`src/rtl/srq_pkg.sv`:
```
// Shared bit positions for the status byte and the standard event register.
package srq_pkg;
    // Status byte bit positions (read by the controller, so fixed).
    localparam int SB_ERR  = 2;
    localparam int SB_QUES = 3;
    localparam int SB_MAV  = 4;
    localparam int SB_ESB  = 5;
    localparam int SB_RQS  = 6;
    localparam int SB_OPER = 7;

    // Standard event register bit positions.
    localparam int EV_DONE      = 0;
    localparam int EV_QUERY_ERR = 2;
    localparam int EV_DEV_ERR   = 3;
    localparam int EV_EXEC_ERR  = 4;
    localparam int EV_CMD_ERR   = 5;
    localparam int EV_POWER_UP  = 7;

    // Bits of the event register that exist.
    localparam logic [7:0] EV_VALID = (8'd1 << EV_DONE) | (8'd1 << EV_QUERY_ERR) |
                                      (8'd1 << EV_DEV_ERR) | (8'd1 << EV_EXEC_ERR) |
                                      (8'd1 << EV_CMD_ERR) | (8'd1 << EV_POWER_UP);
endpackage

```
`src/rtl/srq_byte_fifo.sv`:
```
// Outgoing message FIFO with a show-ahead head byte.
// Assumes: one push and one pop per cycle at most. A push while full is
// dropped even when a pop happens in the same cycle. A pop while empty is ignored.
module srq_byte_fifo #(
    parameter int DEPTH  = 16,
    parameter int DATA_W = 8
) (
    input  logic              clk,
    input  logic              rst_n,
    input  logic              wr_en,
    input  logic [DATA_W-1:0] wr_data,
    input  logic              rd_en,
    output logic [DATA_W-1:0] rd_data,
    output logic              full,
    output logic              nonempty
);
    localparam int AW = (DEPTH > 1) ? $clog2(DEPTH) : 1;
    localparam int CW = $clog2(DEPTH + 1);

    logic [DATA_W-1:0] mem [DEPTH];
    logic [AW-1:0]     wr_ptr, rd_ptr;
    logic [CW-1:0]     count;
    logic              do_wr, do_rd;

    // Accept a push only with room, a pop only with data.
    always_comb begin
        full     = (count == CW'(DEPTH));
        nonempty = (count != '0);
        do_wr    = wr_en && !full;
        do_rd    = rd_en && nonempty;
        rd_data  = mem[rd_ptr];
    end

    // Storage array, written at the write pointer.
    always_ff @(posedge clk) begin
        if (do_wr) mem[wr_ptr] <= wr_data;
    end

    // Pointers and fill count with explicit wrap for any depth.
    always_ff @(posedge clk) begin
        if (!rst_n) begin
            wr_ptr <= '0;
            rd_ptr <= '0;
            count  <= '0;
        end else begin
            if (do_wr) wr_ptr <= (wr_ptr == AW'(DEPTH - 1)) ? '0 : wr_ptr + 1'b1;
            if (do_rd) rd_ptr <= (rd_ptr == AW'(DEPTH - 1)) ? '0 : rd_ptr + 1'b1;
            case ({do_wr, do_rd})
                2'b10:   count <= count + 1'b1;
                2'b01:   count <= count - 1'b1;
                default: count <= count;
            endcase
        end
    end
endmodule

```
`src/rtl/srq_event_reg.sv`:
```
// Standard event register with its enable mask and summary output.
// Assumes: set pulses are sticky until a read, and a read clears the register
// except for bits set in the same cycle. Reset leaves only the power-up bit.
module srq_event_reg
    import srq_pkg::*;
(
    input  logic       clk,
    input  logic       rst_n,
    input  logic [7:0] evt_set,
    input  logic       rd_clr,
    input  logic       mask_we,
    input  logic [7:0] mask_wd,
    output logic [7:0] event_q,
    output logic [7:0] mask_q,
    output logic       summary
);
    // Sticky event bits, cleared by a read, restricted to existing bits.
    always_ff @(posedge clk) begin
        if (!rst_n) event_q <= 8'd1 << EV_POWER_UP;
        else        event_q <= (rd_clr ? 8'd0 : event_q) | (evt_set & EV_VALID);
    end

    // Enable mask register.
    always_ff @(posedge clk) begin
        if (!rst_n)       mask_q <= '0;
        else if (mask_we) mask_q <= mask_wd;
    end

    // Summary of enabled events.
    always_comb summary = |(event_q & mask_q);
endmodule

```
`src/rtl/srq_request.sv`:
```
// Service request logic: enable mask, master summary, request flag, read views.
// Assumes: status_base carries 0 in bit 6. The request flag sets on a rising
// master summary and clears on a poll. A rise in the poll cycle sets it again.
module srq_request
    import srq_pkg::*;
(
    input  logic       clk,
    input  logic       rst_n,
    input  logic [7:0] status_base,
    input  logic       mask_we,
    input  logic [7:0] mask_wd,
    output logic [7:0] mask_q,
    input  logic       poll_rd,
    output logic [7:0] query_byte,
    output logic [7:0] poll_byte,
    output logic       srq
);
    localparam logic [7:0] SELF_BIT = 8'd1 << SB_RQS;

    logic mss, mss_prev, rqs;

    // Service enable mask register.
    always_ff @(posedge clk) begin
        if (!rst_n)       mask_q <= '0;
        else if (mask_we) mask_q <= mask_wd;
    end

    // Master summary, ignoring enable bit 6 so the summary never feeds itself.
    always_comb mss = |(status_base & mask_q & ~SELF_BIT);

    // Previous master summary for edge detection, and the request flag.
    always_ff @(posedge clk) begin
        if (!rst_n) begin
            mss_prev <= 1'b0;
            rqs      <= 1'b0;
        end else begin
            mss_prev <= mss;
            rqs      <= (rqs && !poll_rd) || (mss && !mss_prev);
        end
    end

    // The two read views differ only in bit 6.
    always_comb begin
        query_byte         = status_base;
        query_byte[SB_RQS] = mss;
        poll_byte          = status_base;
        poll_byte[SB_RQS]  = rqs;
        srq                = rqs;
    end
endmodule

```
`src/rtl/srq_status_unit.sv`:
```
// Top: assembles the status byte from the error count, the summaries, the
// message FIFO and the event register, and generates the service request.
// Assumes: summary inputs are synchronous to clk. Strobes are single-cycle.
module srq_status_unit
    import srq_pkg::*;
#(
    parameter int ERR_W  = 8,
    parameter int DEPTH  = 16,
    parameter int DATA_W = 8
) (
    input  logic              clk,
    input  logic              rst_n,
    input  logic [ERR_W-1:0]  err_count,
    input  logic              ques_sum,
    input  logic              oper_sum,
    input  logic              msg_wr_en,
    input  logic [DATA_W-1:0] msg_wr_data,
    input  logic              msg_rd_en,
    output logic [DATA_W-1:0] msg_rd_data,
    output logic              msg_full,
    input  logic [7:0]        evt_set,
    input  logic              evt_rd,
    output logic [7:0]        evt_q,
    input  logic              evt_mask_we,
    input  logic [7:0]        evt_mask_wd,
    output logic [7:0]        evt_mask_q,
    input  logic              srv_mask_we,
    input  logic [7:0]        srv_mask_wd,
    output logic [7:0]        srv_mask_q,
    input  logic              poll_rd,
    output logic [7:0]        query_byte,
    output logic [7:0]        poll_byte,
    output logic              srq
);
    logic       mav, esb;
    logic [7:0] status_base;

    srq_byte_fifo #(.DEPTH(DEPTH), .DATA_W(DATA_W)) u_fifo (
        .clk      (clk),
        .rst_n    (rst_n),
        .wr_en    (msg_wr_en),
        .wr_data  (msg_wr_data),
        .rd_en    (msg_rd_en),
        .rd_data  (msg_rd_data),
        .full     (msg_full),
        .nonempty (mav)
    );

    srq_event_reg u_evt (
        .clk     (clk),
        .rst_n   (rst_n),
        .evt_set (evt_set),
        .rd_clr  (evt_rd),
        .mask_we (evt_mask_we),
        .mask_wd (evt_mask_wd),
        .event_q (evt_q),
        .mask_q  (evt_mask_q),
        .summary (esb)
    );

    // Place each source at its status byte position. Bits 0, 1 and 6 stay 0 here.
    always_comb begin
        status_base          = '0;
        status_base[SB_ERR]  = (err_count != '0);
        status_base[SB_QUES] = ques_sum;
        status_base[SB_MAV]  = mav;
        status_base[SB_ESB]  = esb;
        status_base[SB_OPER] = oper_sum;
    end

    srq_request u_req (
        .clk         (clk),
        .rst_n       (rst_n),
        .status_base (status_base),
        .mask_we     (srv_mask_we),
        .mask_wd     (srv_mask_wd),
        .mask_q      (srv_mask_q),
        .poll_rd     (poll_rd),
        .query_byte  (query_byte),
        .poll_byte   (poll_byte),
        .srq         (srq)
    );
endmodule

```
`config.mk`:
```
export PLATFORM = sky130hd
export DESIGN_NAME = srq_status_unit
export DESIGN_NICKNAME = d
export VERILOG_FILES = /design/src/rtl/srq_pkg.sv /design/src/rtl/srq_byte_fifo.sv /design/src/rtl/srq_event_reg.sv /design/src/rtl/srq_request.sv /design/src/rtl/srq_status_unit.sv
export SDC_FILE = /design/constraint.sdc
export NUM_CORES = 1
export LEC_CHECK = 0
export BUFFER_PORTS_ARGS = -buffer_cell sky130_fd_sc_hd__buf_2
export CAP_MARGIN = 15
export CORE_MARGIN = 2
export CORE_UTILIZATION = 51
export DETAILED_ROUTE_END_ITERATION = 12
export GPL_ROUTABILITY_DRIVEN = 0
export PLACE_DENSITY = 0.76
export SYNTH_ARGS = -nofsm -noshare
export SYNTH_HDL_FRONTEND = slang
export SYNTH_SLANG_ARGS = --single-unit
```
`constraint.sdc`:
```
create_clock -name clk -period 3 [get_ports clk]
set_input_delay 0 -clock clk [delete_from_list [all_inputs] [get_ports clk]]
set_output_delay 0 -clock clk [all_outputs]
set_load 0.1 [all_outputs]
```
* Word-level counts from Yosys, hierarchy flattened *
Memories as Yosys holds them, arrays and structs flattened. A register that Yosys moved wholly into a read port is not among the register bits.
Cells that the tools add are included.

storage, ports and cells
  flip-flop bits (word level) = 39
  memory bits (writable) = 128
  input bits = 50
  output and inout bits = 50
  word-level logic and storage cells = 42
  memories = 1

memories
  memory      words  bits a word  read ports  clocked after Yosys merged registers in  wr ports  RTL line             text
  u_fifo.mem  16     8            1           1                                        1         srq_byte_fifo.sv:20  logic [DATA_W-1:0] mem [DEPTH];

operators by class
  $add $sub $neg = 4
  eq/ne operators = 5
  mux-type cells = 8
  bitwise logic cells = 3
  reduce and logical (&&, ||, !) cells = 13

operators with widths
  kind                 number
  $and 8x8->8          2
  $mux 4               4
  $pmux 5 s2           1
  $add 4x1->4 const B  2
  $eq 4x4->1 const B   2
  $mux 8               1
  $or 8x8->8           1
  $reduce_bool 8->1    1
  $reduce_or 8->1      1
  $reduce_or 7->1      1
  $add 5x1->5 const B  1
  $eq 5x5->1 const B   1
  $reduce_bool 5->1    1
  $sub 5x1->5 const B  1
  $logic_and 1x1->1    4
  $logic_not 1->1      3
  $eq 2x1->1 const B   1
  $eq 2x2->1 const B   1
  $mux 1               2
  $reduce_bool 2->1    1
  $logic_or 1x1->1     1

* Logic depth before layout (Yosys ltp) *
  depth after elaboration = 6
  gate-level depth with buffers = 12
  gate-level depth less buffers = 10

* Modules after synthesis *
A second synthesis with hierarchy kept.

unflattened totals
  cells, all modules = 433
  area, all modules = 6971.7 sq um

modules (own cells, without submodules)
  module           times used  cells an instance  area each (sq um)  seq. area each (sq um)
  srq_byte_fifo    1           326                5878.1             4184.0
  srq_event_reg    1           51                 555.5              280.3
  srq_request      1           52                 518.0              200.2
  srq_status_unit  1           4                  20.0               0.0

* Worst setup path after synthesis *
Ideal clock, no wire load.

  kind = flip-flop to flip-flop
  from = register u_fifo.count[1]
  to = register u_fifo.count[4]
  setup time = 0.064 ns
  arrival = 2.737 ns
  data required time = 2.936 ns
  slack = 0.199 ns
  stages on the path, launching flop included = 13
  buffers on the path = 2
  cell sequence = dfxtp_1 -> or4_1 -> buf_6 -> o21a_4 -> inv_2 -> ha_1 -> clkbuf_1 -> xor2_1 -> ha_1 -> a21oi_1 -> o2bb2ai_1 -> or4_1 -> nand4_1

between the ends
  cells in the longest elaborated chain, start to end = 5
  elaborated cells between the ends (all ways) = 11
  classes of those cells = 2 x add/sub; 3 x eq/ne; 1 x mux; 5 x reduce/logical

ends and longest elaborated chain
  item                                             RTL line             text
  from (decl)                                      srq_byte_fifo.sv:22  logic [CW-1:0] count;
  from (signal assigned)                           srq_byte_fifo.sv:49  2'b10: count <= count + 1'b1;
  from (signal assigned)                           srq_byte_fifo.sv:50  2'b01: count <= count - 1'b1;
  from (signal assigned)                           srq_byte_fifo.sv:51  default: count <= count;
  $eq 5x5->1                                       srq_byte_fifo.sv:27  full = (count == CW'(DEPTH));
  $logic_not 1->1                                  srq_byte_fifo.sv:29  do_wr = wr_en && !full;
  $logic_and 1x1->1                                srq_byte_fifo.sv:29
  $eq 2x1->1 or $eq 2x2->1 (tied branches)         srq_byte_fifo.sv:48  case ({do_wr, do_rd})
  $pmux 5 s2 or $reduce_bool 2->1 (tied branches)  -

Parallel ways exist; a longest one is shown, timed or not.
A chain may end at the register's enable or synchronous reset.

* Worst setup path after layout *
  from = register u_fifo.count[0]
  to = register u_fifo.count[3]

The elaborated chain is that of the path after synthesis.

==> impl_metrics.tcl <==
set metrics [dict create \
    synth_edf_count 128 \
    wl_met1_um 6160 \
    cts_buffers 17 \
    status "finished, final reports clean" \
    grt_pass1_vias 4444 \
    initial_utilization_pct 52.2 \
    hold_class "input pin to flop" \
    whs_endpoint "u_evt.mask_q[5]$_SDFFE_PN0P_" \
    syn_area_sq_um 6940 \
    synth_cells 409 \
    cp_max_fo 7 \
    worst_slack_ns 0.186 \
    post-route-min-period_ns 2.81 \
    cts_tree "done" \
    synth.avg_cell_area_sq_um 17.0 \
    num_antenna_cells 0 \
    first_iter_violations 344 \
    regToRegEndpoint "u_fifo.count[3]$_SDFFE_PN0P_" \
    wl_um 16100 \
    setup_tns_ns 0 \
    end_kind "flop" \
    fin_nets 618 \
    async_reset_ff_share_pct 0 \
    clkPwrFrac_pct 29.0 \
    tightest_slew_ns 0.805 \
    clockBufferDepth 2 \
    antenna_found_initial 0 \
    crit_type "flop to flop" \
    synth_ff_type "edfxtp_1" \
    track_usage_pct 23.2 \
    firstDrtPassIters 5 \
    relSlewSlack_pct 46.1 \
    worst_r2r_startpoint "u_fifo.count[0]$_SDFFE_PN0P_" \
    vdd_ir_drop_max_mv 1.13 \
    place_hpwl_um 9510 \
    wl_met3_um 950 \
    topRoutingLayerUsed "met4" \
    crit_arrival_ns 3.12 \
    p_switching_mw 2.64 \
    die_h_um 121 \
    avgRoutedWirePerCell_um 21.5 \
    max_freq_mhz 355 \
    power_frac_seq_pct 38.0 \
    nFillCells 900 \
    intPower_mw 4.64 \
    cts.sinks 169 \
    layout_common_cells "128 x edfxtp_1, 91 x buf_2, 49 x dlygate4sd3_1" \
    cp-start-kind "flop" \
    place_ws_ns 0.0867 \
    num_rows 42 \
    drive_above_1_share_pct 30.9 \
    die_area_sq_um 14600 \
    fin_crit_sh_pct 93.8 \
    min_from "evt_mask_we" \
    synth.top_cell.area_share_pct 55.4 \
    grt_remaining_overflow 0 \
    core_area_sq_um 13300 \
    drc_errors 0 \
    rrSetupSlack_ns 0.19 \
    p_total_mw 7.28 \
    htree_levels 4 \
    synth-seq-cells 169 \
    yosysSeqAreaShare_pct 67.2 \
    netlist-cell-type-count 54 \
    rsz0062_at_grt "false" \
    routed-via-count 4198 \
    layout_commonest_cell "edfxtp_1" \
    die_w_um 121 \
    slew_viol_final 0 \
    grt_max_degree 34 \
    ys_warn_count 0 \
    viasPerCell 5.61 \
    ant_nets 0 \
    combPwrFrac_pct 33.1 \
    holdPathStages 3 \
    syn_to_final_growth_pct 24.4 \
    setup_viol 0 \
    io_pins 100 \
    wl_met2_um 8740 \
    max-cap-violations 0 \
    synth.area.top_cells "edfxtp_1 55%, dfxtp_1 12%, mux4_2 7.1%, mux4_1 6.8%, mux2i_1 2.9%" \
    crit_required_ns 3.31 \
    switching_share_pct 36.3 \
    clkTransAtPathRegs_ns 0.07 \
    leakagePower_nw 3.22 \
    grt_first_pass_wirelength_um 24500 \
    finalClockSkew_ns 0.00841 \
    cts-root-buf "clkbuf_16" \
    clk-insertion-delay-late_ns 0.42 \
    finalHoldViolCount 0 \
    ff2ff_path_depth 9 \
    power_density_nw_per_um2 843 \
    port_buffers 91 \
    synth_top_area_cell "edfxtp_1" \
]
metrics by stage:
step / area, sq um / hold slack [ns] / instances / utilization, %
after CTS: 8630 / 0.00741 / 748 / 64.9
final: 8640 / 0.0226 / 748 / 65.0
after floorplan: 6960 / 0.0986 / 414 / -
after global placement: 7560 / 0.190 / 667 / 56.9
after detailed placement: 7560 / 0.190 / 667 / 56.9
after global routing: 8640 / 0.0227 / 748 / 65.0
how the worst max path moves through the flow:
stage | startpoint | to | slack (ns) | depth (start not counted)
after floorplan | u_fifo.count[1]$_SDFFE_PN0P_ | u_fifo.count[4]$_SDFFE_PN0P_ | 0.20 | 12
after global placement | u_fifo.count[0]$_SDFFE_PN0P_ | u_fifo.count[4]$_SDFFE_PN0P_ | 0.17 | 9
after detailed placement | u_fifo.count[0]$_SDFFE_PN0P_ | u_fifo.count[4]$_SDFFE_PN0P_ | 0.09 | 9
after CTS | u_fifo.count[0]$_SDFFE_PN0P_ | u_fifo.count[3]$_SDFFE_PN0P_ | 0.05 | 9
after global routing | u_fifo.count[0]$_SDFFE_PN0P_ | u_fifo.count[4]$_SDFFE_PN0P_ | 0.07 | 10
final | u_fifo.count[0]$_SDFFE_PN0P_ | u_fifo.count[3]$_SDFFE_PN0P_ | 0.19 | 9
cell usage after synthesis (3+ instances only):
library cell,count
mux2i_1,20
inv_1,6
mux4_1,18
dfxtp_1,41
a21oi_1,11
xor2_1,5
a22oi_1,4
clkbuf_1,8
nand3_1,4
buf_1,6
nor2_1,43
nor3_1,5
buf_4,17
edfxtp_1,128
ha_1,9
nand2_1,12
mux4_2,22
nand2b_1,3
or4_1,3
logic make-up (layout without fill, tap and decap cells):
group,Yosys count,count (layout),share of synthesized area (%)
mux,60,60,16.8
buf+inv,45,203,4.22
other cells,1,6,0.0540
xor+xnor,5,5,0.631
flops,169,169,67.2
fa+ha+maj,9,9,1.62
simple gates,83,83,5.50
compound gates,37,37,3.98
flip-flops by register name (all words and copies together), names as in the netlist, named ones only:
name / flops
u_evt.event_q: 6
u_evt.mask_q: 8
u_fifo.count: 5
u_fifo.mem: 128
u_fifo.rd_ptr: 4
u_fifo.wr_ptr: 4
u_req.mask_q: 8
u_req.mss_prev: 1
u_req.srq: 1
what timing repair did:
action | CTS | global route
buffers inserted | 0 | 0
setup endpoints to repair | 0 | 3
gates resized for setup | 0 | 2
hold endpoints to repair | 156 | 0
hold buffers | 49 | 0
power groups by stage:
stage / combinational [mW] / clock (mW) / sequential (mW)
2_1_floorplan: 1.93 / 0 / 2.91
3_3_place_gp: 2.28 / 0 / 2.80
3_5_place_dp: 2.32 / 0 / 2.81
4_1_cts: 2.39 / 2.14 / 2.76
5_1_grt: 2.53 / 2.22 / 2.78
6_report: 2.41 / 2.11 / 2.76
cell type report:
cell class                 count  area (sq um)  area share, %
sequential                   169          4670           54.0
clock buffer                  20           468           5.42
tap                          176           220           2.55
clock inverter                12           113           1.30
multi-input combinational    200          2010           23.3
inverter                       8          30.0          0.348
timing repair buffer         163          1130           13.1
per-layer routing:
metal	up-vias	track usage, %
li1	1881	-
met1	2123	27.4
met2	176	41.9
met3	18	5.42
met4	0	7.41
met5	-	0
worst max-delay path: stages (launching register included):
cell,delay [ns]
dfxtp_1,0.34
or4_4,0.62
o21a_4,0.26
inv_2,0.08
ha_2,0.24
buf_4,0.15
or3b_2,0.45
a21boi_0,0.33
o211ai_1,0.13
o311ai_0,0.10
Note: power is estimated with default switching activity, not from simulation.
